===== config.mk =====
export PLATFORM = sky130hd
export DESIGN_NAME = rst_supervisor
export DESIGN_NICKNAME = d
export VERILOG_FILES = /design/src/rtl/rsg_pkg.sv /design/src/rtl/rsg_sync.sv /design/src/rtl/rsg_debounce.sv /design/src/rtl/rsg_hold_timer.sv /design/src/rtl/rst_supervisor.sv
export SDC_FILE = /design/constraint.sdc
export NUM_CORES = 1
export LEC_CHECK = 0
export ABC_AREA = 1
export BUFFER_PORTS_ARGS = -buffer_cell sky130_fd_sc_hd__clkbuf_2
export CORE_UTILIZATION = 35
export CTS_CLUSTER_DIAMETER = 100
export DETAILED_ROUTE_END_ITERATION = 12
export HOLD_SLACK_MARGIN = 0.12
export SYNTH_ARGS = -nofsm -noshare
export SYNTH_HDL_FRONTEND = slang
export SYNTH_SLANG_ARGS = --single-unit

===== constraint.sdc =====
create_clock -name clk -period 2.9 [get_ports clk]
set_input_delay 0.435 -clock clk [delete_from_list [all_inputs] [get_ports clk]]
set_output_delay 0.435 -clock clk [all_outputs]
set_load 0.005 [all_outputs]

===== src/rtl/rsg_pkg.sv =====
// Shared helpers for the reset generator.
// Assumes: counter limits fit in 32 bits.
package rsg_pkg;

    // Bits needed to hold values 0..max_val inclusive.
    function automatic int unsigned cnt_width(input int unsigned max_val);
        return (max_val < 2) ? 1 : $clog2(max_val + 1);
    endfunction

endpackage


===== src/rtl/rsg_sync.sv =====
// Multi-stage synchroniser for one asynchronous level.
// Assumes: STAGES >= 2. RST_VAL is the level that is safe to report during reset.
module rsg_sync #(
    parameter int unsigned STAGES  = 2,
    parameter logic        RST_VAL = 1'b0
) (
    input  logic clk,
    input  logic rst_n,
    input  logic d,
    output logic q
);
    logic [STAGES-1:0] chain;

    // Shift the raw level through the flop chain.
    always_ff @(posedge clk) begin
        if (!rst_n) chain <= {STAGES{RST_VAL}};
        else        chain <= {chain[STAGES-2:0], d};
    end

    assign q = chain[STAGES-1];
endmodule


===== src/rtl/rsg_debounce.sv =====
// Accepts a new level only after it has differed from the current accepted
// level for DEB_CYCLES consecutive cycles.
// Assumes: the input is already synchronised. DEB_CYCLES >= 2.
module rsg_debounce
    import rsg_pkg::*;
#(
    parameter int unsigned DEB_CYCLES = 1_000_000,
    parameter logic        RST_VAL    = 1'b1
) (
    input  logic clk,
    input  logic rst_n,
    input  logic raw,
    output logic level
);
    localparam int unsigned RUN_W = cnt_width(DEB_CYCLES - 1);
    localparam logic [RUN_W-1:0] RUN_LAST = RUN_W'(DEB_CYCLES - 1);

    logic [RUN_W-1:0] run;

    // Count the length of a disagreeing run and flip the level at its end.
    always_ff @(posedge clk) begin
        if (!rst_n) begin
            level <= RST_VAL;
            run   <= '0;
        end else if (raw == level) begin
            run <= '0;
        end else if (run == RUN_LAST) begin
            level <= raw;
            run   <= '0;
        end else begin
            run <= run + 1'b1;
        end
    end

    // the accepted level only moves to the input level, and only at the end of a full run
    assert_accept_full_run_R3: assert property (@(posedge clk) disable iff (!rst_n)
        (level != $past(level)) |-> ($past(raw) == level && $past(run) == RUN_LAST));

    // the run counter never passes its limit
    assert_run_bounded_R3: assert property (@(posedge clk) disable iff (!rst_n)
        run <= RUN_LAST);
endmodule


===== src/rtl/rsg_hold_timer.sv =====
// Holds a busy flag while any cause is present. It keeps busy for HOLD_CYCLES
// more edges once the cause clears. A new cause reloads the count.
// Assumes: the cause is synchronous to clk. HOLD_CYCLES >= 1.
module rsg_hold_timer
    import rsg_pkg::*;
#(
    parameter int unsigned HOLD_CYCLES = 6_500_000
) (
    input  logic clk,
    input  logic rst_n,
    input  logic cause,
    output logic busy
);
    localparam int unsigned HOLD_W = cnt_width(HOLD_CYCLES);
    localparam logic [HOLD_W-1:0] HOLD_LOAD = HOLD_W'(HOLD_CYCLES);

    logic [HOLD_W-1:0] remain;

    // Reload on reset or on a cause, otherwise count down to zero.
    always_ff @(posedge clk) begin
        if (!rst_n || cause)  remain <= HOLD_LOAD;
        else if (remain != '0) remain <= remain - 1'b1;
    end

    assign busy = (remain != '0);

    // the block leaves its own reset with the hold loaded
    assert_por_loads_R7: assert property (@(posedge clk)
        !rst_n |=> (busy && remain == HOLD_LOAD));

    // any cause restarts the full hold
    assert_cause_reloads_R6: assert property (@(posedge clk) disable iff (!rst_n)
        cause |=> (remain == HOLD_LOAD));

    // with no cause, the hold drains by exactly one per cycle
    assert_drains_by_one_R2: assert property (@(posedge clk) disable iff (!rst_n)
        (!cause && busy) |=> (remain == HOLD_W'($past(remain) - 1'b1)));

    // busy never drops while a cause is present
    assert_no_drop_with_cause_R5: assert property (@(posedge clk) disable iff (!rst_n)
        $fell(busy) |-> !$past(cause));
endmodule


===== src/rtl/rst_supervisor.sv =====
// Processor reset generator. Reset is driven by a supply-low flag (which acts
// at once) and by a debounced pushbutton. It is stretched by a hold time after
// the last cause clears.
// Assumes: supply_low and btn_n are asynchronous. rst_n is synchronous.
module rst_supervisor #(
    parameter int unsigned SYNC_STAGES = 2,
    parameter int unsigned DEB_CYCLES  = 1_000_000,
    parameter int unsigned HOLD_CYCLES = 6_500_000
) (
    input  logic clk,
    input  logic rst_n,
    input  logic supply_low,
    input  logic btn_n,
    output logic sys_rst_n,
    output logic sys_rst
);
    logic supply_low_s;
    logic btn_n_s;
    logic btn_n_deb;
    logic hold_cause;
    logic hold_busy;

    rsg_sync #(.STAGES(SYNC_STAGES), .RST_VAL(1'b0)) u_sync_supply (
        .clk(clk), .rst_n(rst_n), .d(supply_low), .q(supply_low_s)
    );

    rsg_sync #(.STAGES(SYNC_STAGES), .RST_VAL(1'b1)) u_sync_btn (
        .clk(clk), .rst_n(rst_n), .d(btn_n), .q(btn_n_s)
    );

    rsg_debounce #(.DEB_CYCLES(DEB_CYCLES), .RST_VAL(1'b1)) u_debounce (
        .clk(clk), .rst_n(rst_n), .raw(btn_n_s), .level(btn_n_deb)
    );

    // A cause is a low synchronised supply or an accepted press.
    assign hold_cause = supply_low_s | ~btn_n_deb;

    rsg_hold_timer #(.HOLD_CYCLES(HOLD_CYCLES)) u_hold (
        .clk(clk), .rst_n(rst_n), .cause(hold_cause), .busy(hold_busy)
    );

    // Supply-low bypasses the synchroniser so reset acts without a clock.
    always_comb begin
        sys_rst   = supply_low | hold_busy;
        sys_rst_n = ~sys_rst;
    end

    // a low supply is always seen as reset at the outputs
    assert_supply_forces_R1: assert property (@(posedge clk) disable iff (!rst_n)
        supply_low |-> (!sys_rst_n && sys_rst));

    // an accepted press keeps reset active from the next edge on
    assert_press_holds_R4: assert property (@(posedge clk) disable iff (!rst_n)
        !btn_n_deb |=> !sys_rst_n);
endmodule


# == After elaboration in Yosys (flattened, before gate mapping) ==
# Index checks and enable logic that the tools add are counted.
# word_totals
out_inout_bits,2
register_bits,48
elab_cells,20
in_bits,4
# op_classes
n_reduce_logical,5
addsub,2
bitwise_logic,6
n_eq_ne,2
# ops
cell,count
$reduce_bool 23->1,1
$sub 23x1->23 const B,1
$add 20x1->20 const B,1
$eq 20x20->1 const B,1
$not 1->1,4
$reduce_or 3->1,1
$or 1x1->1,2
$reduce_and 2->1,1
$eq 1x1->1,1
$logic_not 1->1,1
$logic_or 1x1->1,1

# == Longest topological paths before layout ==
# Gate-level depths: netlist of the first run.
# depth
ltp_word,3
ltp_mapped,10
mapped_depth_nobuf,10

# == Modules after synthesis ==
# A second synthesis of the first run with hierarchy kept.
# unflattened
hier_cells,385
hier_area_um2,2613.8
# by_module_without_submodules
module,seq_area_each_um2,area_each_um2,instances,cells_each
rsg_hold_timer,460.4,1407.6,1,220
rsg_debounce,420.4,1073.5,1,147
rsg_sync,40.0,55.1,2,6
rst_supervisor,0.0,22.5,1,6

# == Worst setup path after synthesis of the first run ==
# Ideal clock, no wire load.
# synth_timing
path_type,register -> output
startpoint,register u_hold.remain[0]
endpoint,output sys_rst
required_ns,2.465
stages_incl_launch_ff,8
arrival_ns,1.095
path_buffers,0
setup_slack_ns,1.370
path_cell_list,dfxtp_1 inv_1 ha_1 nand3_1 nor2_1 nand3_2 nor2_1 inv_1
# synth_between
elab_chain_len,2
# synth_rtl
item,line_no,text
start: declaration,rsg_hold_timer.sv:17,logic [HOLD_W-1:0] remain;
start signal: assignment,rsg_hold_timer.sv:22,else if (remain != '0) remain <= remain - 1'b1;
$reduce_bool 23->1,rsg_hold_timer.sv:25,assign busy = (remain != '0);
$or 1x1->1,rst_supervisor.sv:44,sys_rst = supply_low | hold_busy;
end: declaration,rst_supervisor.sv:15,output logic sys_rst
# Every way passes these cells.

# == Worst setup path after layout of the first run ==
# Ends and elaborated chain as after synthesis.

==> results of run 1 <==
metal layers:
layer | vias to the layer above | wire, um | part of all wire [%]
met2 | 24 | 2380 | 48
met1 | 980 | 2420 | 49
li1 | 1189 | - | -
met4 | 0 | 41 | 0.82
met3 | 5 | 138 | 2.8
met5 | - | 0 | 0
cell families after synthesis:
| family | after synthesis |
|---|---|
| simple gates | 240 |
| flops | 48 |
| compound gates | 23 |
| fa+ha+maj | 3 |
| xor+xnor | 15 |
| buf+inv | 39 |
flip-flops by register name, indices dropped and copies added (netlist names):
signal and cells:
u_hold.remain 23, u_debounce.run 20, u_sync_btn.chain 2, u_sync_supply.chain 2, u_debounce.level 1
per-stage QoR:
step | power [mW] | hold WS, ps | utilization [%]
floorplan | 0.798 | 390 | -
global placement | 0.821 | 397 | 38.8
detailed placement | 0.822 | 400 | 38.8
CTS | 1.32 | 310 | 40.4
global route | 1.38 | 304 | 40.4
finish | 1.31 | 315 | 40.4
area by class of cell:
class	count	share of cell area [%]
flip-flops and latches	48	34.4
well taps	96	4.30
clock inverters	3	1.70
inverters	36	4.84
multi-input cells	281	51.1
repair buffers	6	1.16
clock buffers	5	2.46
report_power, final:
part	switching (mW)	leakage [nW]	internal, mW	total [mW]
logic	0.0707	0.615	0.0397	0.110
registers	0.0184	0.390	0.677	0.695
clock network	0.241	0.0583	0.260	0.500
layout by cell type, fill, tap and decap left out, types with 4 or more instances in the layout:
master,netlist,layout
clkbuf_8,0,5
clkbuf_2,0,5
nand3_1,29,29
nand3b_1,4,4
nor2_4,7,7
dfxtp_1,48,48
nand4_1,7,7
nor2_1,78,78
nor2_2,11,11
xor2_1,12,12
nand2_1,82,82
a21oi_1,14,14
o21ai_0,5,5
nand2_2,7,7
nor3_1,5,5
inv_1,32,32
o21ai_1,4,4
worst paths after layout:
kind / end / slack, ps / cells past startpoint
min reg2reg: u_sync_btn.chain[1]$_SDFF_PN1_ / 420 / 1
max: sys_rst / 840 / 8
min: u_sync_btn.chain[0]$_SDFF_PN1_ / 310 / 2
max reg2reg: u_hold.remain[13]$_SDFFE_PP1P_ / 1350 / 5
critical path: stages, from the launching register on:
cell and delay (ps):
dfxtp_1 310, inv_1 120, ha_1 200, nand3_1 90, nor2_1 110, nand3_2 160, nor2_1 170, inv_1 50
clkbuf_2 100
==> results.cfg, run 1 <==
[placed_design]
place_congestion = 0.807
dp_cells = 467
dp_hpwl_um = 3780
dp_slack_ps = 1160
place_area_um2 = 2680
io_buffers = 5

[route]
drt-initial-drc-count = 81
firstDrtPassIters = 4
avgViaCountPerCell = 4.63
drtAntennaViolNets = 0
wirelength_um = 4980
num_vias = 2198
wl_per_cell_um = 10.5
drc = 0

[cells_and_area]
multi_input_area_um2 = 1430
nFillCells = 746
regArea_um2 = 961
drive_above_1_share_pct = 13.5
syn_to_final_growth_pct = 9.47
num_antenna_cells = 0
stdcell_count = 475
layout.nets = 385
fin_area_um2 = 2790

[global_route]
grt_use_met3_pct = 3.98
grt.total_usage_pct = 14.7
grt_max_degree = 20
grt_pass1_vias = 1997
overflow = 0
grt_pass1_wl_um = 8760
use_met1_pct = 18.1
grt-busiest-layer = met2
met2_usage_pct = 25.5
antenna_found_initial = 0

[synthesis]
async_flop_share_pct = 0
avgSynthCellArea_um2 = 6.93
synthAdderAreaFrac_pct = 1.47
synth_cell_type_count = 28
mappedNetlistArea_um2 = 2550
synth_seq_cells = 48
synth_top_cell_by_area = dfxtp_1
synth.top_cell.area_share_pct = 37.7
synthMostInstantiatedCell = nand2_1
synthCells = 368
synth-compound-area-share_pct = 4.51
synth_top_family_by_area = simple AND/OR/NAND/NOR gates
synth_simple_gate_area_share_pct = 44.8
ys_seq_area_share_pct = 37.7
syn-num-nets = 375
synth.top_cells.by_area = dfxtp_1 38%, nand2_1 12%, nor2_1 11%
yosys_warnings = 0
synth_top_flop_cell = dfxtp_1
synth_xor_xnor_area_share_pct = 5.15
synthTopCellsByCount = 82 x nand2_1, 78 x nor2_1, 48 x dfxtp_1
synth_edf_count = 0
muxShareOfSynthArea_pct = 0

[floorplanning]
rows = 30
start_util_pct = 36.9
die_h_um = 87.4
num_io_pins = 6
die_x_um = 87.4
core_area_um2 = 6910
die_area_um2 = 7630

[cts]
cts-hold-fix-buffers = 0
cts_root_buffer = clkbuf_8
cts_tree = yes
cts.htree.levels = 2
cts.path.max_buffers = 2
clock_sinks = 48
cts_made_buffers = 5
cts_resized = 0
insertion_delay_ps = 310
cts_setup_buffers = 0
clk_pin_slew_ps = 90

[timing]
finClkSkew_ps = 5.37
rsz0062_at_grt = no
relSlewSlack_pct = 57.2
setup_violations = 0
finalWorstSetupSlack_ps = 842
finalCritPeriodShare_pct = 71.0
setup-tns-final_ps = 0
finalHoldViolations = 0
drv_slew = 0
period_needed_ps = 2060
fmax_mhz = 486
tightest_slew_ps = 638

[power_and_ir_drop]
powerDensity_nw_per_um2 = 468
irDropWorstVdd_mv = 0.294
p_leak_nw = 1.06

[worst_setup_path]
critPathLaunchType = flip-flop
arrival_ps = 1620
startpoint = u_hold.remain[0]$_SDFFE_PP0P_
end_kind = output pin
cp_max_fo = 7
crit_required_ps = 2470
r2r_start = u_debounce.level$_SDFFE_PN1P_
crit_type = reg2out

[worst_hold_path]
hold_path_class = in2reg
hp-start = btn_n

[outcome]
outcome = complete, no violations

[run]
maxCapViolCount = 0
Note: power is estimated with default switching activity, not from simulation.
==> inputs of run 2 (changes only) <==
--- a/config.mk
+++ b/config.mk
@@ -5,7 +5,7 @@
 export SDC_FILE = /design/constraint.sdc
 export NUM_CORES = 1
 export LEC_CHECK = 0
-export ABC_AREA = 1
+export ABC_AREA = 0
 export BUFFER_PORTS_ARGS = -buffer_cell sky130_fd_sc_hd__clkbuf_2
 export CORE_UTILIZATION = 35
 export CTS_CLUSTER_DIAMETER = 100
==> constraint.sdc (replaced) <==
create_clock -name clk -period 1.9 [get_ports clk]
set_input_delay 0.285 -clock clk [delete_from_list [all_inputs] [get_ports clk]]
set_output_delay 0.285 -clock clk [all_outputs]
set_load 0.005 [all_outputs]
==> results.cfg, run 2 <==
[placed_design]
place_congestion = 0.790
dp_hpwl_um = 4090
dp_cells = 409
io_buffers = 5

[worst_setup_path]
slowest_delay_ps = 540
arrival_ps = 2230
path_cells = or4_4 > or4_4 > or3_4 > inv_2 > clkbuf_2
crit_required_ps = 1620
crit_path_top_delay_cell = or4_4
critPathLaunchType = flip-flop
cp_max_fo = 2
end_kind = output pin
crit_type = reg2out
cp_common_cell = or4_4

[synthesis]
synth_top_cell_by_area = dfxtp_1
synth.top_cell.area_share_pct = 40.8
synth.top_cells.by_area = dfxtp_1 41%, or4_1 5.1%, nor2_1 4.3%
ys_seq_area_share_pct = 40.8
mappedNetlistArea_um2 = 2360
synth_edf_count = 0
synth_top_flop_cell = dfxtp_1
avgSynthCellArea_um2 = 8.51
synth_seq_cells = 48
synthCells = 277
synth_cell_type_count = 43
async_flop_share_pct = 0
synthTopCellsByCount = 48 x dfxtp_1, 27 x nor2_1, 20 x nand2_1
yosys_warnings = 0
synthMostInstantiatedCell = dfxtp_1
syn-num-nets = 284

[cells_and_area]
nFillCells = 553
final_common_cell = buf_4
top_regs = u_hold.remain (23), u_debounce.run (20)
num_antenna_cells = 0
drive_above_1_share_pct = 39.5
multi_input_area_um2 = 1570
regArea_um2 = 972
stdcell_count = 431
largest_reg_flops = 23
layout.nets = 360
syn_to_final_growth_pct = 43.6
top_register = u_hold.remain
layout_common_cells = 69 x buf_4, 39 x dfxtp_1, 27 x nor2_1

[timing]
fmax_mhz = 397
holdWs_ps = 171
finalWorstSetupSlack_ps = -619
period_needed_ps = 2520
drv_slew = 0
finalHoldViolations = 0
rsz0062_at_grt = yes
finClkSkew_ps = 13.5
setup_violations = 18
relSlewSlack_pct = 72.9
tightest_slew_ps = 406
finalCritPeriodShare_pct = 133

[global_route]
grt_max_degree = 21
met2_usage_pct = 29.0
use_met1_pct = 22.4
grt_pass1_vias = 2247
grt_pass1_wl_um = 10100
antenna_found_initial = 0
overflow = 0
grt-busiest-layer = met2
grt.total_usage_pct = 17.6
grt_use_met3_pct = 3.17

[cts]
insertion_delay_ps = 300
cts.path.max_buffers = 2
cts.htree.levels = 2
clk_pin_slew_ps = 90
cts_tree = yes
cts_root_buffer = clkbuf_8
clock_sinks = 48
cts_made_buffers = 5
cts-hold-fix-buffers = 0

[floorplanning]
die_area_um2 = 7070
core_area_um2 = 6420
die_h_um = 84.1
rows = 29
die_x_um = 84.1
start_util_pct = 36.7
num_io_pins = 6

[route]
firstDrtPassIters = 8
wl_per_cell_um = 14.5
drt-initial-drc-count = 106
drc = 2
drtAntennaViolNets = 0
num_vias = 2318
wirelength_um = 6240
avgViaCountPerCell = 5.38

[outcome]
violations = DRC, setup timing
outcome = finished with violations

[power_and_ir_drop]
power_mw = 1.98
swShare_pct = 25.6
irDropWorstVdd_mv = 0.326
intPower_mw = 1.48
pwr-share-clk_pct = 31.9
p_switching_mw = 0.508
p_leak_nw = 1.21
p_seq_share_pct = 53.1
powerDensity_nw_per_um2 = 586
p_comb_share_pct = 15.0

[run]
maxCapViolCount = 0

[worst_hold_path]
hold_path_class = in2reg
## run 2: cell types whose count changed in the layout (fill, tap and decap cells not counted), sizes merged, moves of 8 or more
cell,previous run,this run
nor2,97,27
nand2b,0,8
nor4,0,10
nand2,90,20
inv,35,7
or4,0,16
buf,1,76
nand3,33,11
mux2i,0,8
## run 2: timing repair
item | 4_1_cts | 5_1_grt
cloned | 0 | 1
resized for setup | 17 | 38
pin swaps | 9 | 12
setup buffers | 4 | 9
hold endpoints to repair | 0 | 0
setup endpoints to repair | 18 | 22
## run 2: layout make-up
type	instances	area share (%)
clock buffers	6	2.44
well taps	77	2.85
flip-flops and latches	48	28.7
clock inverters	2	0.296
multi-input cells	209	46.2
repair buffers	82	18.7
inverters	7	0.776
## run 2: worst paths after layout
check	slack, ps	endpoint	cells after the start	from
setup / recovery	-620	sys_rst_n	5	u_hold.remain[11]$_SDFFE_PP1P_
hold / removal	170	u_sync_btn.chain[0]$_SDFF_PN1_	2	btn_n
setup reg to reg	-250	u_hold.remain[22]$_SDFFE_PP1P_	5	u_hold.remain[11]$_SDFFE_PP1P_
hold reg to reg	420	u_sync_btn.chain[1]$_SDFF_PN1_	1	u_sync_btn.chain[0]$_SDFF_PN1_
## run 2: critical path: cells and delay by family, from the launching register on
family,cells,cell delay [ps]
AND/OR/NAND/NOR,3,1460
flip-flops,1,330
buffers and inverters,2,150
## run 2: logic make-up (layout without fill, tap and decap cells)
| kind of cell | after synthesis | in the layout | synth area share [%] |
|---|---|---|---|
| compound gates | 41 | 41 | 11.1 |
| xor+xnor | 14 | 14 | 5.20 |
| fa+ha+maj | 3 | 3 | 1.59 |
| buf+inv | 20 | 97 | 3.29 |
| flops | 48 | 48 | 40.8 |
| mux | 8 | 8 | 3.40 |
| simple gates | 143 | 143 | 34.7 |
## run 2: stage by stage
stage          util, %  instance area (um2)  setup TNS, ps  worst slack (ps)
2_1_floorplan        -                 2440          -1030              -338
3_3_place_gp      46.0                 2960          -1510              -259
3_5_place_dp      46.0                 2960          -2010              -338
4_1_cts           49.0                 3150          -1880              -611
5_1_grt           52.7                 3390          -4420              -667
6_report          52.7                 3390          -3350              -619
## run 2: layer usage
| layer | share of wire (%) | up-vias | wire length (um) |
|---|---|---|---|
| met2 | 50 | 35 | 3100 |
| li1 | - | 1172 | - |
| met3 | 2.9 | 6 | 180 |
| met4 | 1.4 | 0 | 88 |
| met5 | 0 | - | 0 |
| met1 | 46 | 1105 | 2870 |
## run 2: power groups by stage
| stage | sequential (mW) | clock, mW | combinational [mW] |
|---|---|---|---|
| 6_report | 1.05 | 0.633 | 0.298 |
| 4_1_cts | 1.05 | 0.659 | 0.250 |
| 5_1_grt | 1.06 | 0.697 | 0.324 |
| 3_3_place_gp | 1.07 | 0 | 0.230 |
| 2_1_floorplan | 1.08 | 0 | 0.130 |
| 3_5_place_dp | 1.07 | 0 | 0.236 |
==> inputs of run 3 (changes only) <==
--- a/config.mk
+++ b/config.mk
@@ -11,6 +11,7 @@
 export CTS_CLUSTER_DIAMETER = 100
 export DETAILED_ROUTE_END_ITERATION = 12
 export HOLD_SLACK_MARGIN = 0.12
+export SETUP_SLACK_MARGIN = 0.05
 export SYNTH_ARGS = -nofsm -noshare
 export SYNTH_HDL_FRONTEND = slang
 export SYNTH_SLANG_ARGS = --single-unit
==> results.cfg, run 3 (synthesis gave the netlist of run 2 again) <==
[outcome]
outcome = finished with violations
violations = setup timing

[cells_and_area]
num_antenna_cells = 0
drive_above_1_share_pct = 42.0
top_register = u_hold.remain
final_common_cell = buf_4
layout_common_cells = 67 x buf_4, 35 x dfxtp_1, 26 x nor2_1
layout.nets = 362
largest_reg_flops = 23
top_regs = u_hold.remain (23), u_debounce.run (20)
utilization_pct = 54.2
syn_to_final_growth_pct = 47.7

[power_and_ir_drop]
powerDensity_nw_per_um2 = 641
p_leak_nw = 1.23
irDropWorstVdd_mv = 0.356
power_mw = 2.23

[worst_setup_path]
crit_path_top_delay_cell = or4_4
path_buf_inv = 2
end_kind = output pin
crit_required_ps = 1620
path_cells = or4_4 > or4_4 > or3_4 > inv_2 > clkbuf_2
critPathLaunchType = flip-flop
cp_common_cell = or4_4
crit_type = reg2out
cp_max_fo = 2
slowest_delay_ps = 530
cp_top_family = simple AND/OR/NAND/NOR gates
arrival_ps = 2220

[global_route]
grt_pass1_vias = 2106
overflow = 0
grt.total_usage_pct = 17.7
antenna_found_initial = 0
grt_max_degree = 21
grt_pass1_wl_um = 10000

[timing]
holdWs_ps = 153
finalHoldViolations = 0
drv_slew = 0
period_needed_ps = 2500
rsz0062_at_grt = yes
tightest_slew_ps = 489
relSlewSlack_pct = 67.4
fmax_mhz = 399
finalWorstSetupSlack_ps = -604
setup_violations = 18
finClkSkew_ps = 5.72
finalCritPeriodShare_pct = 132

[cts]
cts.path.max_buffers = 2
cts_root_buffer = clkbuf_8
cts.htree.levels = 2
clock_sinks = 48
cts-hold-fix-buffers = 0
clk_pin_slew_ps = 90
cts_made_buffers = 5
insertion_delay_ps = 300
cts_tree = yes

[placed_design]
dp_hpwl_um = 4170
place_congestion = 0.818
dp_slack_ps = -323
io_buffers = 5

[floorplanning]
num_io_pins = 6
die_x_um = 84.1
rows = 29
core_area_um2 = 6420
start_util_pct = 36.7
die_area_um2 = 7070
die_h_um = 84.1

[route]
firstDrtPassIters = 5
drt-initial-drc-count = 118
wirelength_um = 6210
num_vias = 2284
avgViaCountPerCell = 5.29
drtAntennaViolNets = 0
wl_per_cell_um = 14.4
drc = 0

[worst_hold_path]
hold_path_class = in2reg

[run]
maxCapViolCount = 0
[run 3: path summary, 6_finish.rpt]
check	start	slack (ps)	end	depth (start not counted)
worst max-delay path	u_hold.remain[13]$_SDFFE_PP1P_	-600	sys_rst_n	5
worst min-delay path	btn_n	150	u_sync_btn.chain[0]$_SDFF_PN1_	2
worst max register to register	u_hold.remain[13]$_SDFFE_PP1P_	-320	u_hold.remain[22]$_SDFFE_PP1P_	6
worst min register to register	u_sync_btn.chain[0]$_SDFF_PN1_	430	u_sync_btn.chain[1]$_SDFF_PN1_	1
[run 3: metal layers]
metal	GRT usage, %	vias to the layer above	share of wire [%]
li1	-	1169	-
met1	24.8	1086	50
met2	27.3	25	46
met3	3.26	4	3.3
met4	5.96	0	1.0
met5	0	-	0
[run 3: cell type report]
type / instances / area (um2)
Inverter: 7 / 26.3
Timing Repair Buffer: 83 / 656
Multi-Input combinational cell: 210 / 1600
Clock inverter: 2 / 60.1
Sequential cell: 48 / 980
Clock buffer: 5 / 68.8
Tap cell: 77 / 96.3
Fill cell: 554 / 2940
[run 3: through the flow]
stage | instances | TNS [ps] | instance area [um2]
finish | 432 | -3700 | 3480
global route | 432 | -5080 | 3480
CTS | 425 | -2580 | 3310
detailed placement | 410 | -2010 | 3000
global placement | 410 | -1830 | 3000
floorplan | 277 | -1070 | 2480
[run 3: repair_timing]
item,CTS,global route
cloned,1,0
resized for setup,28,30
endpoints found under the setup margin,19,25
pin swaps,10,23
buffers inserted,7,7
[run 3: power by group]
| group | total [mW] | internal [mW] | switching (mW) |
|---|---|---|---|
| combinational | 0.302 | 0.147 | 0.155 |
| sequential | 1.05 | 1.04 | 0.0169 |
| clock | 0.875 | 0.518 | 0.357 |
